## config.mk

```make
export PLATFORM = sky130hd
export DESIGN_NAME = shrot_unit
export DESIGN_NICKNAME = d
export VERILOG_FILES = /design/src/rtl/shrot_pkg.sv /design/src/rtl/shrot_amt_dec.sv /design/src/rtl/shrot_barrel.sv /design/src/rtl/shrot_flags.sv /design/src/rtl/shrot_unit.sv
export SDC_FILE = /design/constraint.sdc
export NUM_CORES = 1
export LEC_CHECK = 0
export ABC_CLOCK_PERIOD_IN_PS = 5100
export CAP_MARGIN = 0
export CORE_MARGIN = 1
export CORE_UTILIZATION = 50
export DETAILED_ROUTE_END_ITERATION = 10
export PLACE_DENSITY = 0.91
export SYNTH_ARGS = -nofsm -noshare
export SYNTH_HDL_FRONTEND = slang
export SYNTH_SLANG_ARGS = --single-unit
```

## constraint.sdc

```tcl
create_clock -name vclk -period 5.1
set_input_delay 1.02 -clock vclk [all_inputs]
set_output_delay 1.02 -clock vclk [all_outputs]
set_load 0.01 [all_outputs]
```

## src/rtl/shrot_pkg.sv

```systemverilog
package shrot_pkg;
  typedef enum logic [1:0] {
    OP_ASH = 2'b00,
    OP_LSH = 2'b01,
    OP_ROT = 2'b10,
    OP_INS = 2'b11
  } shrot_op_e;
endpackage

```

## src/rtl/shrot_amt_dec.sv

```systemverilog
module shrot_amt_dec #(
  parameter int AW = 5
) (
  input  logic [AW-1:0] amt_i,
  output logic [AW-1:0] mag_o,
  output logic          left_o
);
  // -2**(AW-1) negates to itself, which read unsigned is the full magnitude
  always_comb begin
    left_o = amt_i[AW-1];
    mag_o  = left_o ? (~amt_i + 1'b1) : amt_i;
  end
endmodule

```

## src/rtl/shrot_barrel.sv

```systemverilog
module shrot_barrel #(
  parameter int W  = 16,
  parameter int SW = 5
) (
  input  logic [W-1:0]  data_i,
  input  logic [SW-1:0] mag_i,
  input  logic          rot_i,
  input  logic          fill_i,
  output logic [W-1:0]  data_o
);
  logic [SW:0][W-1:0] stg;

  assign stg[0] = data_i;

  // stage s moves the word toward the LSB by 2**s places when mag_i[s] is set
  for (genvar s = 0; s < SW; s++) begin : g_stage
    localparam int SH = 2 ** s;
    for (genvar i = 0; i < W; i++) begin : g_bit
      localparam int J = i + SH;
      if (J < W) begin : g_in
        assign stg[s+1][i] = mag_i[s] ? stg[s][J] : stg[s][i];
      end else begin : g_edge
        assign stg[s+1][i] = mag_i[s] ? (rot_i ? stg[s][J % W] : fill_i)
                                      : stg[s][i];
      end
    end
  end

  assign data_o = stg[SW];
endmodule

```

## src/rtl/shrot_flags.sv

```systemverilog
module shrot_flags #(
  parameter int W = 16
) (
  input  logic [W-1:0] res_i,
  output logic         z_o,
  output logic         n_o
);
  assign z_o = ~|res_i;
  assign n_o = res_i[W-1];
endmodule

```

## src/rtl/shrot_unit.sv

```systemverilog
module shrot_unit
  import shrot_pkg::*;
#(
  parameter int W  = 16,
  parameter int AW = 5,
  parameter int IW = 8
) (
  input  logic [W-1:0]  a_i,
  input  logic [AW-1:0] amt_i,
  input  logic [IW-1:0] imm_i,
  input  logic [1:0]    op_i,
  output logic [W-1:0]  res_o,
  output logic          z_o,
  output logic          n_o,
  output logic          c_o,
  output logic          v_o
);
  localparam int LW = W - IW;

  shrot_op_e     op;
  logic [AW-1:0] mag;
  logic          left;
  logic [W-1:0]  fwd, mov, back, res;
  logic          fill;

  assign op = shrot_op_e'(op_i);

  shrot_amt_dec #(.AW(AW)) u_dec (
    .amt_i  (amt_i),
    .mag_o  (mag),
    .left_o (left)
  );

  // left moves reuse the right barrel on a bit-reversed word
  for (genvar i = 0; i < W; i++) begin : g_rev
    assign fwd[i]  = left ? a_i[W-1-i] : a_i[i];
    assign back[i] = left ? mov[W-1-i] : mov[i];
  end

  assign fill = (op == OP_ASH) && !left && a_i[W-1];

  shrot_barrel #(.W(W), .SW(AW)) u_bar (
    .data_i (fwd),
    .mag_i  (mag),
    .rot_i  (op == OP_ROT),
    .fill_i (fill),
    .data_o (mov)
  );

  assign res = (op == OP_INS) ? {imm_i, a_i[LW-1:0]} : back;

  shrot_flags #(.W(W)) u_flg (
    .res_i (res),
    .z_o   (z_o),
    .n_o   (n_o)
  );

  assign res_o = res;
  assign c_o   = 1'b0;
  assign v_o   = 1'b0;
endmodule

```

; ---- After elaboration in Yosys (flattened, before gate mapping)
; Cells that the tools add are included.
[word_totals]
regBits = 0
latch_bits = 0
mem_bits_rw = 0
romBits = 0
input_bits = 31
output_inout_bits = 20
mem_count = 0
[op_classes]
addsub = 1
n_mul = 0
div_mod_pow = 0
n_lt_le_gt_ge = 0
n_eq_ne = 2
shift = 0
mux = 145
bitwise = 1
n_reduce_logical = 6
[op_table]
columns = operator, count
row1 = $mux W1, 143
row2 = $mux W16, 1
row3 = $reduce_or A16 Y1, 1
row4 = $add A5 B1 Y5 const B, 1
row5 = $mux W5, 1
row6 = $not A5 Y5, 1
row7 = $eq A2 B2 Y1 const B, 2
row8 = $logic_and A1 B1 Y1, 2
row9 = $logic_not A1 Y1, 2
row10 = $logic_not A2 Y1, 1

; ---- Depth between registers and ports, before layout
; Gate-level depths: netlist of run 1.
[logic_depth]
word_depth = 14
depth_mapped = 15
depth_no_buf = 11

; ---- Hierarchy
; A second synthesis of run 1 with hierarchy kept.
[unflattened]
cells_unflattened = 252
area_unflattened_um2 = 1968.1
[by_module_without_submodules]
columns = module, instances, cells_per_inst, area_each_um2, seq_area_each_um2
row1 = shrot_barrel, 1, 152, 1157.4, 0.0
row2 = shrot_unit, 1, 81, 680.7, 0.0
row3 = shrot_amt_dec, 1, 13, 88.8, 0.0
row4 = shrot_flags, 1, 6, 41.3, 0.0

; ---- Least setup slack after synthesis of run 1
; No wires, ideal clock.
[synth_path]
kind = input port to output port
start = in amt_i[1]
end = out z_o
arrival_ns = 3.817
slack_ns = 0.263
cell_stages = 14
path_buffers = 4
path_cell_list = buf_4 -> buf_2 -> inv_1 -> ha_1 -> buf_2 -> buf_1 -> mux4_2 -> mux2_2 -> nor2_1 -> a31oi_1 -> a2bb2oi_1 -> a2111oi_2 -> a21oi_1 -> nor4_2
[synth_via]
elab_chain_cells = 13
[synth_rtl]
columns = item, line_no
row1 = from (decl), shrot_unit.sv:9  ; input logic [AW-1:0] amt_i,
row2 = $not A5 Y5, shrot_amt_dec.sv:11  ; mag_o = left_o ? (~amt_i + 1'b1) : amt_i;
row3 = $add A5 B1 Y5, shrot_amt_dec.sv:11
row4 = $mux W5 (*), shrot_amt_dec.sv:11
row5 = $mux W1, shrot_barrel.sv:21  ; assign stg[s+1][i] = mag_i[s] ? stg[s][J] : stg[s][i];
row6 = "$mux W1, on equally long branches", "shrot_barrel.sv:23, shrot_barrel.sv:21"
row7 = $mux W1, shrot_barrel.sv:23  ; assign stg[s+1][i] = mag_i[s] ? (rot_i ? stg[s][J % W] : fill_i)
row8 = "$mux W1, on equally long branches", "shrot_barrel.sv:23, shrot_barrel.sv:21"
row9 = $mux W1 (2 in series), shrot_barrel.sv:23
row10 = $mux W1, shrot_unit.sv:37  ; assign back[i] = left ? mov[W-1-i] : mov[i];
row11 = $mux W16 (*), shrot_unit.sv:50  ; assign res = (op == OP_INS) ? {imm_i, a_i[LW-1:0]} : back;
row12 = $reduce_or A16 Y1 (*), shrot_flags.sv:8  ; assign z_o = ~|res_i;
row13 = $logic_not A1 Y1 (*), shrot_flags.sv:8
row14 = to (decl), shrot_unit.sv:13  ; output logic z_o,
; Mark *: on every way between the ends. The rest lies on a longest branch, timed or not.

; ---- Worst setup path in the final report of run 1
[layout_path]
start = in amt_i[1]
end = out res_o[5]
[layout_via]
elab_chain_cells = 11
[layout_rtl]
columns = item, line_no
row1 = $not A5 Y5, shrot_amt_dec.sv:11
row2 = $add A5 B1 Y5, shrot_amt_dec.sv:11
row3 = $mux W5 (*), shrot_amt_dec.sv:11
row4 = $mux W1, shrot_barrel.sv:21
row5 = "$mux W1, on equally long branches", "shrot_barrel.sv:23, shrot_barrel.sv:21"
row6 = $mux W1, shrot_barrel.sv:23
row7 = "$mux W1, on equally long branches", "shrot_barrel.sv:21, shrot_barrel.sv:23"
row8 = $mux W1 (2 in series), shrot_barrel.sv:23
row9 = $mux W1 (*), shrot_unit.sv:37
row10 = $mux W16 (*), shrot_unit.sv:50
row11 = to (decl), shrot_unit.sv:12  ; output logic [W-1:0] res_o,
; Marks and branches as above.

==> results.md, run 1 <==
- The flow ran to the end, but the final reports show violations.
- The checks that failed: setup timing.
- The top achievable clock speed is 194 MHz.
- The count of fill cells added during filler insertion is 269.
- The post-place instance area is 0.00307 mm^2.
- The worst setup path is of the in2out kind.
- The average routed wire per standard cell is 19.4 um.
- The kind of launch point of the worst setup path is a primary input.
- For this block, wires on met1 add up to 3220 um.
- The final layout net count is 426.
- After detailed routing, the met3 layer carries 1030 um of wire.
- The row count is 23.
- The analysis attributes to cell leakage a power of 0.00130 uW.
- Port buffering added 49 buffers.
- For this design the ratio of total power to cell area is 154 mW/mm^2.
- The endpoint arrival time on the critical path is 4.12 ns.
- The die boundary width is 68.1 um.
- The worst setup path is captured at a primary output.
- The placeable core region is 0.00409 mm^2.
- The layout has 0 clock buffers.
- The overall track demand over capacity in global routing is 37.8%.
- The layout overhead on the synthesized area is 45.2%.
- Of the cells placed in the final design, the portion with a size suffix greater than 1 is 31.4%.
- In this run the remaining antenna-violating nets after routing total 0.
- After detailed placement, the design holds a cell count of 442.
- The first-pass GRT wire length is 13400 um.
- VDD sags by at most 0.0812 mV.
- The height of the chip is 68.1 um.
- Synthesis instantiated 64 different standard cells from the library.
- The number of antenna violations at the first check in global routing is 0.
- The number of synthesis warnings is 0.
- 0 antenna diodes ended up in the layout.
- The worst hold path belongs to the class in2out.
- Excluding fillers, the count of instances in the completed layout stands at 442.
- The detail-routed via count per cell is 7.01.
- Overall power consumption after layout is estimated at 489 uW.
- Summing over every cut layer, the via total after detailed routing is 3099.
- The final period demand of the worst path is 5.14 ns.
- Detailed placement ended at an HPWL of 6480 um.
- In this run, the number of DRC markers left after iteration 0 of detailed routing was 611.
- The post-detailed-route DRC marker count is 0.
- The highest fanout seen on the critical path is 8.
- Setup repair after global routing could not meet its margin everywhere.
- The final number of hold-violating endpoints is 0.
- For the pin with the worst max-slew slack, the measured transition is 0.531 ns.
- The initial utilization of the core area, before any placement, comes to 53.5%.
- The synthesized netlist occupies a cell area of 0.00219 mm^2.
- 51 I/O pins were placed.
- The final non-filler cell area is 0.00317 mm^2.
- The top routing layer in use is met4.
- Across the whole layout, storage elements account for 0 um^2.
- The maximum number of pins on one net before global-route repair is 40.
- The total iterations of the first detailed-routing run is 8.
- The number of setup violations in the final report is 3.
- After layout, the worst setup slack is -0.0437 ns.
- The total overflow left after global routing is 0.
- The number of global-route vias before repair came to 2903.
- The wire length on met2 is 3910 um.
- In this run the mean area of a mapped cell was 7.07 um^2.
- The hold buffer count at cts is 0.
- The area of the die is 0.00464 mm^2.
- After clock tree synthesis, the setup repair step added 0 buffers.
- The relative slew slack is 64.4%.
- The routability congestion estimate is 1.08.
- In the finished design, the share of the clock period the worst path needs comes to 101%.
- The number of sequential storage elements is 0.
- The routed design has 8580 um of wire.
- The max-slew violation count is 0.
- Data on the critical path is required at its endpoint by 4.08 ns.
- Sequential cells were found to cover 0% of the synthesized design area.
- Synthesis handed over a netlist of 309 instances.
- The max-cap check violation count is 0.
## worst paths after layout
path	from	to	slack, ns	cells past startpoint
min	imm_i[7]	n_o	2.79	4
max	amt_i[1]	res_o[5]	-0.04	15
## worst max-delay path, stage by stage
cell,delay [ns]
sky130_fd_sc_hd__clkdlybuf4s50_1,0.48
sky130_fd_sc_hd__inv_1,0.08
sky130_fd_sc_hd__ha_4,0.31
sky130_fd_sc_hd__buf_4,0.18
sky130_fd_sc_hd__nor2b_1,0.07
sky130_fd_sc_hd__buf_4,0.15
sky130_fd_sc_hd__a32oi_1,0.19
sky130_fd_sc_hd__o31a_1,0.28
sky130_fd_sc_hd__nand2_1,0.09
sky130_fd_sc_hd__o2bb2ai_1,0.15
sky130_fd_sc_hd__o21ai_0,0.20
sky130_fd_sc_hd__a21oi_1,0.09
sky130_fd_sc_hd__nor2_1,0.18
sky130_fd_sc_hd__buf_4,0.14
sky130_fd_sc_hd__clkdlybuf4s50_1,0.52
## area by class of cell
cell class                      count  area [um^2]  area share, %
Tap cell                           50         62.6           1.97
Inverter                            4         15.0          0.473
Multi-Input combinational cell    275         2090           66.0
Timing Repair Buffer              113         1000           31.5
## cells in the final DEF (no fill, tap or decap), types with 3 or more instances in the layout
cell                              instances
sky130_fd_sc_hd__clkdlybuf4s50_1         39
sky130_fd_sc_hd__a31oi_2                  3
sky130_fd_sc_hd__mux2i_1                 28
sky130_fd_sc_hd__and2_1                   3
sky130_fd_sc_hd__a21oi_1                 20
sky130_fd_sc_hd__o211ai_1                 7
sky130_fd_sc_hd__nand2_1                 22
sky130_fd_sc_hd__mux2_2                  12
sky130_fd_sc_hd__o22ai_1                  8
sky130_fd_sc_hd__or3b_2                   3
sky130_fd_sc_hd__o311ai_1                 3
sky130_fd_sc_hd__nand3_1                 14
sky130_fd_sc_hd__o211ai_2                 4
sky130_fd_sc_hd__nand4_1                  5
sky130_fd_sc_hd__nor2b_1                  4
sky130_fd_sc_hd__dlymetal6s2s_1           6
sky130_fd_sc_hd__xnor2_1                  5
sky130_fd_sc_hd__a31oi_1                  3
sky130_fd_sc_hd__nor2_1                  35
sky130_fd_sc_hd__a21oi_2                  4
sky130_fd_sc_hd__mux4_2                   9
sky130_fd_sc_hd__buf_4                   63
sky130_fd_sc_hd__nor3_1                   4
sky130_fd_sc_hd__o21ai_0                 13
sky130_fd_sc_hd__o21ai_2                  3
sky130_fd_sc_hd__o21ai_1                  6
sky130_fd_sc_hd__nand2b_1                 7
sky130_fd_sc_hd__a211oi_1                 4
## kinds of logic (layout without fill, tap and decap cells)
kind of cell,Yosys count,after routing,share of synthesized area [%]
compound gates,106,106,34.1
xor+xnor,7,7,3.15
fa+ha+maj,1,1,0.572
buf+inv,35,117,8.64
mux,50,50,28.7
other cells,1,2,0.172
simple gates,109,109,24.7
## timing repair
item | 4_1_cts | 5_1_grt
pin swaps | 2 | 2
hold endpoints to repair | 0 | 0
setup endpoints to repair | 14 | 16
gates resized for setup | 12 | 21
## power breakdown
| group | switching, uW | internal (uW) |
|---|---|---|
| Sequential | 0 | 0 |
| Clock | 0 | 0 |
| Combinational | 250 | 239 |
| Total | 250 | 239 |
## layer usage
layer  track usage, %  up-vias
met4             20.1        0
li1                 -     1365
met5                0        -
met1             46.7     1390
met2             59.2      282
met3             9.83       62
## synth_stat cells (all sizes together), types with 3 or more instances
cell type,count,share of area [%]
a211oi,4,1.4
nand4,5,1.4
a22oi,4,1.4
mux2,12,6.2
o22ai,9,2.6
clkbuf,13,2.2
nand3,14,3.2
nor3,5,1.1
nor2,35,6.0
and2,3,0.86
mux2i,29,13
xnor2,5,2.0
o21ai,22,5.2
o311ai,3,1.2
nand2b,8,2.4
buf,18,5.7
nand2,23,3.9
or3b,3,1.2
nor2b,4,1.1
a31oi,6,1.7
o211ai,11,4.7
mux4,9,9.3
a21oi,24,5.5
inv,4,0.69
## per-stage QoR
step	hold WS [ns]	setup WS [ns]	util, %	TNS (ns)
after floorplan	2.19	0.263	-	0
after global placement	3.07	-0.248	75.1	-0.300
after detailed placement	3.08	-0.335	75.1	-0.971
after CTS	2.89	0.0393	75.9	0
after global routing	2.82	-0.175	77.6	-0.758
final	2.79	-0.0437	77.6	-0.0931
(Power assumes the default switching activity.)
==> run 2, diff against run 1 <==
- DONT_BUFFER_PORTS: unset -> 1
- PLACE_DENSITY: 0.91 -> 0.76
- RECOVER_POWER: unset -> 25
==> run 2 against run 1 <==
Against the previous run:
- the run now ends clean
- combinational power fell by 43%
- final area is 33% lower
- die area unchanged
- sequential cell count unchanged
- wire length down 23%
- total power shrank 43%
- critical path depth is 4 lower
- worst hold slack got worse by 0.60 ns
- global-route usage shrank 8.5 points
- final cell count decreased by 24%
- maximum frequency is 6.7% higher
==> results.md, run 2 (synthesized netlist as in run 1, its figures left out) <==
- The die is 68.1 um wide.
- The design has 0 sequential cells.
- The run finished with clean final reports.
- The height of the chip is 68.1 um.
- The first-pass GRT wire length is 10500 um.
- The routability congestion estimate is 0.972.
- The max-slew violation count is 0.
- The ratio of final minimum period to clock period is 94.5%.
- The critical path goes through inv_2, ha_1, nand2b_1, o22ai_1, a221oi_2, a21oi_1, o21ai_0, o211ai_1, nor3_1, nand4_1, nor4_2.
- The final number of hold-violating endpoints was 0.
- The overall track demand over capacity in global routing is 29.3%.
- The library cells used most frequently in the layout, excluding fill and tap cells, are sky130_fd_sc_hd__nor2_1, sky130_fd_sc_hd__mux2i_1, sky130_fd_sc_hd__a21oi_1.
- Summing over every cut layer, the via total after detailed routing is 2427.
- In this run the power density over the cells is 132 mW/mm^2.
- The max-cap check violation count is 0.
- The hold buffer count at cts is 0.
- The final-layout setup total negative slack is 0 ns.
- The post-CTS repair timing setup buffer count is 0.
- Registers take 0 um^2.
- The final non-filler cell area is 0.00213 mm^2.
- Following the worst setup path forward leads to its endpoint at z_o.
- In the final layout, the share of cells above drive strength 1 is 15.4%.
- The detailed router finished its first iteration with 223 violations.
- Derived from the worst setup path, the maximum achievable clock frequency is 207 MHz.
- On the critical path, the stage with the largest delay is an instance of sky130_fd_sc_hd__ha_1.
- The number of port buffers is 0.
- The number of antenna violations at the first check in global routing is 0.
- The number of global-route vias before repair is 2135.
- The critical path depth in cells is 11.
- In this run the tightest slew margin relative to its limit is 34.5%.
- Summing all placed instances gives a cell area of 0.00213 mm^2.
- The average routed wire per standard cell is 19.8 um.
- STA puts the critical path data required time at 4.08 ns.
- Total power for the finished layout comes to 281 uW.
- In this run the static leakage power is 0.000748 uW.
- In this run the worst setup path begins at amt_i[0].
- Summed over all layers, the routed wires come to 6640 um.
- The detail-routed via count per cell is 7.22.
- The type of the worst min-delay path is in2out.
- The area growth from synthesis to layout is -2.75%.
- The global-route congestion overflow total is 0.
- The number of placed instances, taps included, is 336.
- The row count is 23.
- The cell family contributing the most delay on the critical path is compound AO/OA/AOI/OAI gates.
- Once detailed placement completed, the half-perimeter wirelength came to 4940 um.
- The placeable core region is 0.00409 mm^2.
- Counting both buffers and inverters, the worst setup path holds a total of 1.
- The delay of the slowest cell on the worst path is 0.62 ns.
- The post-detailed-route DRC marker count is 0.
- The antenna diode count is 0.
- For the finished layout, the period the worst path requires is 4.82 ns.
- The layout has 0 clock buffers.
- The count of fill cells added during filler insertion is 395.
- The post-cts gate resize count is 0.
- The highest fanout seen on the critical path is 40.
- Setup repair after global routing left no endpoint under its margin.
- The area of the die is 0.00464 mm^2.
- Hold is met by 2.19 ns.
- Leaving out fill and tap cells, the most frequent cell in the layout is sky130_fd_sc_hd__nor2_1.
- The multi-input combinational cells in the finished layout cover a total of 0.00200 mm^2.
- The number of setup violations in the final report is 0.
- The kind of end point of the critical path is a primary output.
- The type of the setup path with the least slack is in2out.
- The total iterations of the first detailed-routing run is 5.
- In this run the count of I/O pins placed on the die edge is 51.
- The transition time at the pin with the least slew margin is 0.980 ns.
- The initial standard-cell utilization of the core is 53.5%.
- The final antenna-violating net count is 0.
- The finished layout holds 336 standard cells, fillers aside.
- The kind of launch point of the worst setup path is a primary input.
- The net count of the finished layout is 320.
- The worst ir drop on vdd is 0.0559 mV.
- The maximum number of pins on one net before global-route repair is 45.
- STA puts the critical path data arrival time at 3.80 ns.
[run 2: changes by cell type in the layout (fill, tap and decap cells not counted), moves of 4 or more]
cell                              previous run  this run
sky130_fd_sc_hd__a21oi_1                    20        24
sky130_fd_sc_hd__a21oi_2                     4         0
sky130_fd_sc_hd__buf_4                      63         7
sky130_fd_sc_hd__clkdlybuf4s50_1            39         0
sky130_fd_sc_hd__dlymetal6s2s_1              6         0
sky130_fd_sc_hd__o21ai_0                    13        18
[run 2: power breakdown]
| part | internal, uW | switching, uW |
|---|---|---|
| Sequential | 0 | 0 |
| Clock | 0 | 0 |
| Combinational | 118 | 163 |
| Total | 118 | 163 |
[run 2: layer usage]
metal	part of all wire (%)	up-vias	global-route usage [%]
li1	-	1149	-
met1	41	1100	40.3
met2	46	149	46.3
met3	9.4	29	3.00
met4	3.8	0	11.5
met5	0	-	0
[run 2: area by class of cell]
cell class,instances,share of cell area [%]
multi-input cells,275,93.9
well taps,50,2.94
repair buffers,7,2.47
inverters,4,0.706
[run 2: worst min-delay path by stage]
stage / startpoint / end / cells after the start
finish: a_i[2] / res_o[2] / 2
global route: a_i[2] / res_o[2] / 2
CTS: a_i[2] / res_o[2] / 2
detailed placement: a_i[2] / res_o[2] / 2
global placement: a_i[2] / res_o[2] / 2
floorplan: imm_i[1] / res_o[9] / 2
[run 2: through the flow]
| stage | util (%) | setup slack (ns) |
|---|---|---|
| 6_report | 52.0 | 0.281 |
| 5_1_grt | 52.0 | 0.0381 |
| 2_1_floorplan | - | 0.263 |
| 3_3_place_gp | 52.1 | 0.366 |
| 3_5_place_dp | 52.1 | 0.335 |
| 4_1_cts | 52.1 | 0.323 |
==> run 3, diff against run 2 <==
- CORE_MARGIN: 1 -> 10
- DONT_BUFFER_PORTS: 1 -> unset
- PLACE_DENSITY: 0.76 -> 0.91
==> run 3 against run 2 <==
Against the previous run:
- the flow now finishes with violations (setup timing)
- worst hold slack better by 0.54 ns
- sequential share of layout area did not move
- die area increased by 60%
- combinational power rose by 74%
- final area is 48% higher
- final cell count is 32% higher
- wire length is 41% higher
- non-clock buffer count grew 108
- worst setup slack worse by 0.36 ns
- via count rose by 32%
- maximum frequency fell by 7.0%
- first-iteration DRC count grew to 2.9 times the previous value
- critical endpoint is now res_o[5]
- largest power group unchanged
==> results.md, run 3 (synthesized netlist as in run 1, its figures left out) <==
- By startpoint and endpoint, the worst setup path is classified as in2out.
- The final antenna-violating net count is 0.
- The critical path's slowest cell is sky130_fd_sc_hd__clkdlybuf4s50_1.
- Among cell families on the critical path, the largest total delay comes from buffers and inverters.
- STA classifies the critical path startpoint as a primary input.
- The top routing layer in use is met4.
- The congestion estimate from routability-driven global placement came to 1.15.
- At the worst endpoint, the required time is 4.08 ns.
- The final number of hold-violating endpoints is 0.
- The detailed router finished its first iteration with 638 violations.
- The routed length on met1 is 3360 um.
- Setup violations remaining at the end of the flow were counted as 4.
- The design has 0 sequential cells.
- For the pin with the worst max-slew slack, the measured transition is 0.567 ns.
- Static timing analysis puts the maximum clock frequency at 193 MHz.
- The placeable core region is 0.00412 mm^2.
- In the routed layout, each cell is associated on average with a via count of 7.22.
- Headroom to the max-slew limit came out at 62.1%.
- In the layout the commonest cells are sky130_fd_sc_hd__buf_4, sky130_fd_sc_hd__clkdlybuf4s50_1, sky130_fd_sc_hd__nor2_1.
- In the global route stage, overall resource usage came out at 22.7%.
- Setup repair after global routing could not meet its margin everywhere.
- The post-place instance area is 0.00306 mm^2.
- The final layout net count is 428.
- The final worst-path setup slack is -0.0796 ns.
- In this design, the critical path's most frequently occurring cell is sky130_fd_sc_hd__buf_4.
- The fraction of final layout cells sized beyond drive strength 1 is 30.5%.
- The count of clock buffers in the final design is 0.
- The final reports fail on setup timing.
- The floorplan step set the die height to 86.1 um.
- The worst setup path is captured at a primary output.
- The row count is 23.
- The delay of the slowest cell on the worst path is 0.53 ns.
- VDD sags by at most 0.0930 mV.
- For this run the aggregate overflow at the end of global routing stands at 0.
- The initial standard-cell utilization of the core is 53.1%.
- The number of antenna violations at the first check in global routing is 0.
- The path class of the tightest hold or removal check is in2out.
- The endpoint arrival time on the critical path is 4.16 ns.
- Detailed routing placed a total of 1180 um of wire on met3.
- The antenna diode count is 0.
- The first global-routing pass estimated 14500 um of wire.
- The placement-stage worst setup slack is -0.340 ns.
- Port buffering added 49 buffers.
- The placed wire-length estimate is 7120 um.
- The final non-filler cell area is 0.00315 mm^2.
- In this run the count of I/O pins placed on the die edge is 51.
- The max-slew violation count is 0.
- The highest fanout seen on the critical path is 8.
- The signal on the critical path passes through clkdlybuf4s50_1, inv_1, ha_4, buf_4, nor2b_1, buf_4, a22oi_1, nand3_1, a32o_1, o21ai_1, a21oi_1, nor2_1, buf_4, clkdlybuf4s50_1.
- The maximum number of pins on one net before global-route repair is 26.
- The flip-flop and latch area is 0 um^2.
- The layout overhead on the synthesized area is 43.9%.
- Max-cap violations in this run came to 0.
- The post-layout utilization of the core is 76.4%.
- The average routed wire per standard cell is 21.1 um.
- Wire segments on met2 add up to 4290 um in the final route.
- The die covers 0.00742 mm^2.
- The final period demand of the worst path is 5.18 ns.
- The total iterations of the first detailed-routing run is 9.
- The power density relative to cell area is 155 mW/mm^2.
- The post-detailed-route DRC marker count is 0.
- The flow ran to the end, but the final reports show violations.
- The final critical path takes up 102% of the cycle.
- Leaving out fill and tap cells, the most frequent cell in the layout is sky130_fd_sc_hd__buf_4.
- The total length of routed wires is 9350 um.
- The final-layout setup total negative slack is -0.180 ns.
- The number of hold buffers added after CTS was 0.
- The critical path contains buffers and inverters numbering 6 combined.
- The number of global-route vias before repair came to 3063.
- The routed layout has 3207 vias.
- The leakage power figure is 0.00127 uW.
- The tightest hold path in the finished design has a slack of 2.73 ns.
- The die is 86.1 um wide.
run 3: cell types whose count changed in the layout (fill, tap and decap cells not counted), sizes merged:
cell,before,now
buf,7,67
clkbuf,0,2
clkdlybuf4s50,0,43
dlymetal6s2s,0,3
run 3: final cells by class:
type | instances | area [um^2]
Timing Repair Buffer | 115 | 990
Fill cell | 291 | 970
Multi-Input combinational cell | 275 | 2080
Tap cell | 50 | 62.6
Inverter | 4 | 15.0
run 3: layer usage:
metal	vias to the layer above	global-route usage, %
met5	-	0
met4	0	10.5
met3	79	4.92
met2	302	38.0
met1	1461	26.8
li1	1365	-
run 3: what timing repair did:
| action | CTS | global route |
|---|---|---|
| setup buffers | 0 | 1 |
| resized for setup | 13 | 16 |
| pin swaps | 1 | 2 |
| endpoints found under the setup margin | 16 | 15 |
run 3: path summary, 6_finish.rpt:
check | start | to | slack [ns] | cells after the start
max | amt_i[1] | res_o[5] | -0.08 | 14
min | imm_i[1] | res_o[9] | 2.73 | 4
run 3: through the flow:
step                power (uW)  instances
floorplan                  250        310
global placement           439        443
detailed placement         454        443
CTS                        464        443
global route               516        444
finish                     489        444
run 3: power breakdown:
part,internal [uW],switching [uW],total (uW)
clock network,0,0,0
logic,237,252,489
registers,0,0,0
total,237,252,489
